**config.mk**
```make
export PLATFORM = sky130hd
export DESIGN_NAME = aux_pwm_timer
export DESIGN_NICKNAME = d
export VERILOG_FILES = /design/src/rtl/aux_pwm_pkg.sv /design/src/rtl/aux_pwm_ctrl.sv /design/src/rtl/aux_pwm_datapath.sv /design/src/rtl/aux_pwm_timer.sv
export SDC_FILE = /design/constraint.sdc
export NUM_CORES = 1
export LEC_CHECK = 0
export ABC_AREA = 1
export BUFFER_PORTS_ARGS = -buffer_cell sky130_fd_sc_hd__buf_2
export CORE_MARGIN = 3
export CORE_UTILIZATION = 33
export DETAILED_ROUTE_END_ITERATION = 7
export MAX_ROUTING_LAYER = met4
export PLACE_DENSITY = 0.52
export SYNTH_ARGS = -nofsm -noshare
export SYNTH_HDL_FRONTEND = slang
export SYNTH_HIERARCHICAL = 1
export SYNTH_SLANG_ARGS = --single-unit
```
**constraint.sdc**
```tcl
create_clock -name clk -period 4.2 [get_ports clk]
set_clock_uncertainty 0.15 [all_clocks]
set_input_delay 0 -clock clk [delete_from_list [all_inputs] [get_ports clk]]
set_output_delay 0 -clock clk [all_outputs]
set_load 0.01 [all_outputs]
```
**src/rtl/aux_pwm_pkg.sv**
```systemverilog
package aux_pwm_pkg;
  localparam int CNT_W  = 32;
  localparam int ADDR_W = 8;
  localparam int CTRL_W = 16;
  localparam int NUM_TIMING = 2;  // index 0: period, index 1: compare

  localparam logic [ADDR_W-1:0] OFS_PER_ACT = 8'h08;
  localparam logic [ADDR_W-1:0] OFS_CMP_ACT = 8'h0C;
  localparam logic [ADDR_W-1:0] OFS_PER_SHD = 8'h10;
  localparam logic [ADDR_W-1:0] OFS_CMP_SHD = 8'h14;
  localparam logic [ADDR_W-1:0] OFS_CTRL    = 8'h2A;

  localparam int RUN_BIT  = 4;
  localparam int MODE_BIT = 9;

  typedef struct packed {
    logic [NUM_TIMING-1:0] wrAct;
    logic [NUM_TIMING-1:0] wrShd;
    logic                  runEn;
    logic [CNT_W-1:0]      wrData;
  } dpStrobe_t;
endpackage

```
**src/rtl/aux_pwm_ctrl.sv**
```systemverilog
module aux_pwm_ctrl
  import aux_pwm_pkg::*;
(
  input  logic              clk,
  input  logic              rstN,
  input  logic [ADDR_W-1:0] busAddr,
  input  logic              busWrEn,
  input  logic [CNT_W-1:0]  busWrData,
  input  logic [CNT_W-1:0]  perAct,
  input  logic [CNT_W-1:0]  cmpAct,
  input  logic [CNT_W-1:0]  perShd,
  input  logic [CNT_W-1:0]  cmpShd,
  output dpStrobe_t         strb,
  output logic [CNT_W-1:0]  busRdData
);
  logic [CTRL_W-1:0] ctrlReg;
  logic              hitCtrl;

  assign hitCtrl = busWrEn && (busAddr == OFS_CTRL);

  always_ff @(posedge clk or negedge rstN) begin
    if (!rstN)        ctrlReg <= '0;
    else if (hitCtrl) ctrlReg <= busWrData[CTRL_W-1:0];
  end

  always_comb begin
    strb.wrData   = busWrData;
    strb.wrAct[0] = busWrEn && (busAddr == OFS_PER_ACT);
    strb.wrAct[1] = busWrEn && (busAddr == OFS_CMP_ACT);
    strb.wrShd[0] = busWrEn && (busAddr == OFS_PER_SHD);
    strb.wrShd[1] = busWrEn && (busAddr == OFS_CMP_SHD);
    strb.runEn    = ctrlReg[RUN_BIT] & ctrlReg[MODE_BIT];
  end

  always_comb begin
    case (busAddr)
      OFS_PER_ACT: busRdData = perAct;
      OFS_CMP_ACT: busRdData = cmpAct;
      OFS_PER_SHD: busRdData = perShd;
      OFS_CMP_SHD: busRdData = cmpShd;
      OFS_CTRL:    busRdData = {{(CNT_W-CTRL_W){1'b0}}, ctrlReg};
      default:     busRdData = '0;
    endcase
  end
endmodule

```
**src/rtl/aux_pwm_datapath.sv**
```systemverilog
module aux_pwm_datapath
  import aux_pwm_pkg::*;
(
  input  logic             clk,
  input  logic             rstN,
  input  dpStrobe_t        strb,
  output logic [CNT_W-1:0] perAct,
  output logic [CNT_W-1:0] cmpAct,
  output logic [CNT_W-1:0] perShd,
  output logic [CNT_W-1:0] cmpShd,
  output logic [CNT_W-1:0] cntNow,
  output logic             pendFlag,
  output logic             wrapNow,
  output logic             pwmOut
);
  logic [CNT_W-1:0] actReg [NUM_TIMING];
  logic [CNT_W-1:0] shdReg [NUM_TIMING];
  logic [CNT_W-1:0] perEff;
  logic             loadShd;

  genvar gi;
  generate
    for (gi = 0; gi < NUM_TIMING; gi++) begin : g_timing
      always_ff @(posedge clk or negedge rstN) begin
        if (!rstN)                actReg[gi] <= '0;
        else if (strb.wrAct[gi])  actReg[gi] <= strb.wrData;
        else if (loadShd)         actReg[gi] <= shdReg[gi];
      end
      always_ff @(posedge clk or negedge rstN) begin
        if (!rstN)               shdReg[gi] <= '0;
        else if (strb.wrShd[gi]) shdReg[gi] <= strb.wrData;
      end
    end
  endgenerate

  assign perAct = actReg[0];
  assign cmpAct = actReg[1];
  assign perShd = shdReg[0];
  assign cmpShd = shdReg[1];

  assign perEff  = (perAct == '0) ? {{(CNT_W-1){1'b0}}, 1'b1} : perAct;
  assign wrapNow = strb.runEn && (cntNow >= perEff - 1'b1);
  assign loadShd = wrapNow && pendFlag;

  always_ff @(posedge clk or negedge rstN) begin
    if (!rstN)            cntNow <= '0;
    else if (wrapNow)     cntNow <= '0;
    else if (strb.runEn)  cntNow <= cntNow + 1'b1;
  end

  always_ff @(posedge clk or negedge rstN) begin
    if (!rstN)              pendFlag <= 1'b0;
    else if (|strb.wrShd)   pendFlag <= 1'b1;
    else if (loadShd)       pendFlag <= 1'b0;
  end

  assign pwmOut = strb.runEn && (cntNow < cmpAct);
endmodule

```
**src/rtl/aux_pwm_timer.sv**
```systemverilog
module aux_pwm_timer
  import aux_pwm_pkg::*;
(
  input  logic              clk,
  input  logic              rstN,
  input  logic [ADDR_W-1:0] busAddr,
  input  logic              busWrEn,
  input  logic [CNT_W-1:0]  busWrData,
  output logic [CNT_W-1:0]  busRdData,
  output logic              pwmOut
);
  dpStrobe_t        strb;
  logic [CNT_W-1:0] perAct, cmpAct, perShd, cmpShd, cntNow;
  logic             pendFlag, wrapNow, runEn;

  assign runEn = strb.runEn;

  aux_pwm_ctrl u_ctrl (
    .clk(clk), .rstN(rstN), .busAddr(busAddr), .busWrEn(busWrEn),
    .busWrData(busWrData), .perAct(perAct), .cmpAct(cmpAct),
    .perShd(perShd), .cmpShd(cmpShd), .strb(strb), .busRdData(busRdData)
  );

  aux_pwm_datapath u_dp (
    .clk(clk), .rstN(rstN), .strb(strb), .perAct(perAct), .cmpAct(cmpAct),
    .perShd(perShd), .cmpShd(cmpShd), .cntNow(cntNow), .pendFlag(pendFlag),
    .wrapNow(wrapNow), .pwmOut(pwmOut)
  );
endmodule

```
; ---- Word level (Yosys, flattened, before mapping)
; Cells that the tools add are included.
[totals]
output_inout_bits = 33
wordCells = 41
ff_bits = 177
[op_classes]
n_lt_le_gt_ge = 2
n_eq_ne = 5
bitwise_logic = 1
reduce_logical = 14
n_mux = 10
n_addsub = 2
[op_table]
columns = operator, n
row1 = 2-to-1 mux 32 bit, 7
row2 = one-hot mux 32 bit (5 select lines), 1
row3 = "adder 32 x 1 -> 32 bit, second input constant", 1
row4 = >= comparator 32 bit, 1
row5 = zero test 32 bit, 1
row6 = < comparator 32 bit, 1
row7 = "subtractor 32 x 1 -> 32 bit, second input constant", 1
row8 = "== test 8 x 4 -> 1 bit, second input constant", 2
row9 = "== test 8 x 5 -> 1 bit, second input constant", 2
row10 = "== test 8 x 6 -> 1 bit, second input constant", 1
row11 = logical AND 1 bit, 8
row12 = nonzero test 2 bit, 4
row13 = 2-to-1 mux 1 bit, 2
row14 = OR reduction 2 bit, 1
row15 = bitwise AND 1 bit, 1

; ---- Logic depth before layout (Yosys ltp)
[depth]
word_depth = 8
depth_mapped = 29
depth_no_buf = 28

; ---- Modules after synthesis
; Netlist, hierarchy kept.
[modules_own_cells]
columns = mod, area_per_inst_um2, instances, cells_per_inst
row1 = aux_pwm_datapath, 9850.7, 1, 1322
row2 = aux_pwm_ctrl, 2319.7, 1, 409

; ---- Worst setup path after synthesis
; No wires, ideal clock.
[synth_timing]
path_kind = flip-flop to flip-flop
start = register u_dp.actReg (netlist bit u_dp/perAct[20])
end = register u_dp.actReg (netlist bit u_dp/cmpAct[25])
slack_ns = 0.632
period_less_slack_ns = 3.568
n_path_buf = 2
arrival_ns = 3.301
t_required_ns = 3.933
setup_time_ns = 0.117
stages_incl_launch_ff = 28
cell_sequence = dfrtp_1 > or2_2 > nor2_1 > nand2_1 > nor2_1 > nand3_1 > nand2_1 > inv_1 > ha_1 > nand3_2 > nor3_2 > nand3_1 > nor2_2 > nand3_1 > nor2_1 > xnor2_1 > ha_1 > nand2_1 > nor2_1 > nand2_1 > nor2_1 > nand2_1 > nand2_1 > nand3_1 > buf_4 > buf_6 > nand3_1 > nand2_1
[synth_between]
elab_chain_cells = 7
[synth_lines]
columns = element, line_no
row1 = start: declaration, aux_pwm_datapath.sv:16  ; logic [CNT_W-1:0] actReg [NUM_TIMING];
row2 = start signal: indexed assignment, aux_pwm_datapath.sv:26  ; else if (strb.wrAct[gi]) actReg[gi] <= strb.wrData;
row3 = start signal: indexed assignment, aux_pwm_datapath.sv:27  ; else if (loadShd) actReg[gi] <= shdReg[gi];
row4 = zero test 32 bit, aux_pwm_datapath.sv:41  ; assign perEff = (perAct == '0) ? {{(CNT_W-1){1'b0}}, 1'b1} : perAct;
row5 = 2-to-1 mux 32 bit *, aux_pwm_datapath.sv:41
row6 = subtractor 32 x 1 -> 32 bit *, aux_pwm_datapath.sv:42  ; assign wrapNow = strb.runEn && (cntNow >= perEff - 1'b1);
row7 = >= comparator 32 bit *, aux_pwm_datapath.sv:42
row8 = logical AND 1 bit *, aux_pwm_datapath.sv:42
row9 = logical AND 1 bit *, aux_pwm_datapath.sv:43  ; assign loadShd = wrapNow && pendFlag;
row10 = nonzero test 2 bit (no line) *, --
; Mark *: on every way between the ends. The rest lies on a longest branch, timed or not.
; A chain may end at the register's enable or synchronous reset.

; ---- Worst setup path after layout
[layout_timing]
start = register u_dp.actReg (netlist bit u_dp/perAct[19])
end = register u_dp.actReg (netlist bit u_dp/cmpAct[10])
; The elaborated chain is that of the path after synthesis.

==> metrics.md <==
| Metric | Value |
|---|---|
| CP Class | `flop to flop` |
| Clock Latency Late Sink | `~0.45 ns` |
| CTS tree | `yes` |
| Die height | `between 150 and 200 um` |
| Mapped Cells | `1,731` |
| Worst-Margin Slew | `between 0.8 and 0.9 ns` |
| Required @ worst endpoint | `about 4.4 ns` |
| Residual DRC | `0` |
| Status | `completed` |
| #FFs+latches synth | `roughly 180` |
| Setup-failing EPs final | `0` |
| Core ar. | `36,000 um2` |
| TritonRoute pass-1 iters | `5` |
| GRT Total Usage | `21.1%` |
| Fmax | `~0.26 GHz` |
| Crit path launch | `u_dp/perAct[19]$_DFFE_PN0P_` |
| Yosys warning count | `6` |
| Max VDD drop | `248 uV` |
| Slowest cell on the critical path | `dfrtp_1` |
| Syn nets | `1,839` |
| Clock Sinks | `between 150 and 200` |
| Slew Viols, Final | `0` |
| EDFF count, synth | `0` |
| Max-cap violations | `0` |
| Detail Placement HPWL | `between 20 and 30 mm` |
| Switch Pwr | `approximately 1400 uW` |
| Largest stage delay, worst path | `around 0.35 ns` |
| Most frequent cells in the layout | `nand2_1 (455), inv_1 (216), nand3_1 (205), dfrtp_1 (177), o21ai_0 (159)` |
| CTS Buf Count | `17` |
| Reg2Reg Depth | `27` |
| Placed Instances | `2,210` |
| Pin count of the biggest net entering global routing | `96` |
| Capture point of the critical path | `u_dp/cmpAct[10]$_DFFE_PN0P_` |
| Post-synthesis async set-or-reset flop share | `100%` |
| Pre-CTS setup slack | `0.139 ns` |
| Crit path arrival time | `a little over 4 ns` |
| CP Launch Type | `flop` |
| Distinct cells, synth | `42` |
| Wirelength per Cell | `between 15 and 20 um` |
| HP Class | `primary input to asynchronous set/reset pin` |
| Most used cell, CP | `nand2_1` |
| Layout area overhead | `16.7%` |
| Final min period | `3.90 ns` |
| Routability cong. | `around 0.94` |
| Hold slack | `0.0704 ns` |
| DRT iter0 DRCs | `950` |
| Internal power | `3170 uW` |
| Die area | `between 30,000 and 40,000 um2` |
| Synthesized area | `about 12,000 um2` |
| Die X | `198 um` |
| Final Util | `between 30% and 40%` |
| Capturing point of the worst reg2reg path | `u_dp/cmpAct[10]$_DFFE_PN0P_` |
| Most common cell after layout, fill and taps aside | `nand2_1` |
| WL final | `between 40 and 50 mm` |
| Antenna violations before repair | `0` |
| Critical Path End Type | `flop` |
| Clk buf depth | `2` |
| Non-filler cells, final | `roughly 2,300` |
| Post-Syn Area per Cell | `between 7 and 8 um2` |
| TNS Setup | `0 ns` |
| IO Count | `76` |
| Reg-to-reg setup timing slack | `~0.30 ns` |
| FF-to-FF Start | `u_dp/perAct[19]$_DFFE_PN0P_` |
| Top FF cell, synth | `dfrtp_1` |
| Row cnt | `69` |
| Port bufs | `75` |
| Sequential share of the synthesized area | `between 30% and 40%` |
| Clock transition at path regs | `0.07 ns` |
| H-tree levels | `4` |
| Vias in the first global route | `around 11,000` |
| Initial core utilization | `approximately 34%` |
| PwrDens | `320 nW/um2` |
| Nets | `around 1,900` |
| Clk network pwr share | `roughly two fifths` |
| DR vias/cell | `5.07` |
| Endpoints failing hold | `0` |
| Reg power frac | `~44%` |
| Overall via count from detail_route | `around 12,000` |
| Total gr overflow | `0` |
| Sw frac | `30.2%` |
| Root Buffer | `clkbuf_16` |
| Static Leak | `roughly 0.0072 uW` |
| ANT cells | `0` |
| Worst Slack Setup Final | `a little under 0.3 ns` |
| First-pass GRT wire length | `roughly 63 mm` |
| Number of fill cells | `around 3,800` |
| Max transition margin | `42.2%` |
| Max FO, Critical Path | `7` |
| Share of cells above drive strength 1 | `about an eighth` |
| Comb pwr share | `approximately 17%` |
| Antenna-violating nets left | `0` |
| Final worst-path cycle share | `92.9%` |
## power by group through the flow
stage | combinational, uW | clock (uW) | sequential, uW
2_1_floorplan | 471 | 0 | 2000
3_3_place_gp | 709 | 0 | 2030
3_5_place_dp | 720 | 0 | 2030
4_1_cts | 748 | 1820 | 2000
5_1_grt | 864 | 1880 | 2020
6_report | 757 | 1780 | 2000
## metrics by stage
stage	power, uW	instance area [um2]
2_1_floorplan	2470	12200
3_3_place_gp	2740	13000
3_5_place_dp	2750	13000
4_1_cts	4570	14000
5_1_grt	4770	14200
6_report	4540	14200
## how the worst min path moves through the flow
stage                     from                       endpoint
floorplan                 rstN  u_ctrl/ctrlReg[0]$_DFFE_PN0P_
global placement          rstN     u_dp/cmpShd[5]$_DFFE_PN0P_
detailed placement        rstN     u_dp/cmpShd[4]$_DFFE_PN0P_
CTS                 busAddr[2]    u_dp/perShd[11]$_DFFE_PN0P_
global route              rstN     u_dp/cmpShd[5]$_DFFE_PN0P_
finish                    rstN     u_dp/cmpShd[4]$_DFFE_PN0P_
## registers in the layout, summed over array words and instances (netlist names)
signal          count
u_dp/perAct        32
u_dp/cmpShd        32
u_ctrl/ctrlReg     16
u_dp/perShd        32
u_dp/cntNow        32
u_dp/cmpAct        32
u_dp/pendFlag       1
## repair_timing
action	CTS	global route
buffers inserted	0	2
endpoints found under the setup margin	0	76
hold endpoints to repair	237	0
hold buffers	33	0
resized for setup	0	22
## cell usage after synthesis, types with 2 or more instances
cell type  count  area share [%]
o21ai_0      159             6.5
nor2_2         4            0.21
nor3b_1        4            0.25
nand2_2        6            0.31
o21ai_1        7            0.29
o21a_1         3            0.19
nand2_1      460              14
nor3_2         2            0.16
nor2_8         2            0.33
nor3_1        25             1.0
buf_6          9            0.83
buf_2         22            0.90
xor2_1        25             1.8
nand3_2        3            0.25
inv_1        216             6.7
dfrtp_1      177              36
ha_1          65             6.7
xnor2_1       16             1.2
nand4_2        2            0.21
inv_2          4            0.12
or2_2          2            0.10
a21oi_1       35             1.4
nand4_1       31             1.6
clkbuf_1      33             1.0
nor4_1         4            0.21
nor2_4         5            0.46
buf_4         38             2.3
a21o_1         5            0.31
buf_1          9            0.28
nand3_1      209             8.6
nor2_1       138             4.3
## final cells by class
type | count | area, um2 | area share (%)
clock buffer | 20 | 457 | 3.22
clock inverter | 12 | 180 | 1.27
inverter | 220 | 826 | 5.81
multi-input combinational | 1223 | 6400 | 45.1
sequential | 177 | 4430 | 31.2
tap | 461 | 577 | 4.06
timing repair buffer | 169 | 1330 | 9.39
## layer usage
metal | share of wire (%) | wire [um] | vias up | track usage (%)
met5 | 0 | 0 | - | -
met4 | 2.3 | 938 | 0 | 5.95
met3 | 5.4 | 2190 | 62 | 3.20
met2 | 45 | 18400 | 362 | 31.9
met1 | 47 | 19400 | 5474 | 29.6
li1 | - | - | 5667 | -
## critical path, delay by kind of cell, from the launching register on
family | cells | cell delay, ns
xor gates and xnor gates | 1 | 0.18
adders and majority gates | 2 | 0.49
buffers and inverters | 3 | 0.29
DFF | 1 | 0.35
and+or+nand+nor | 21 | 2.39
## logic make-up after synthesis
group	share of synthesized area, %
AND/OR/NAND/NOR	32.8
buffers and inverters	12.2
AO/OA/AOI/OAI	8.96
flip-flops	36.4
adder cells (fa/ha/maj)	6.68
XOR/XNOR	2.95
Note: power is estimated with default switching activity, not from simulation.
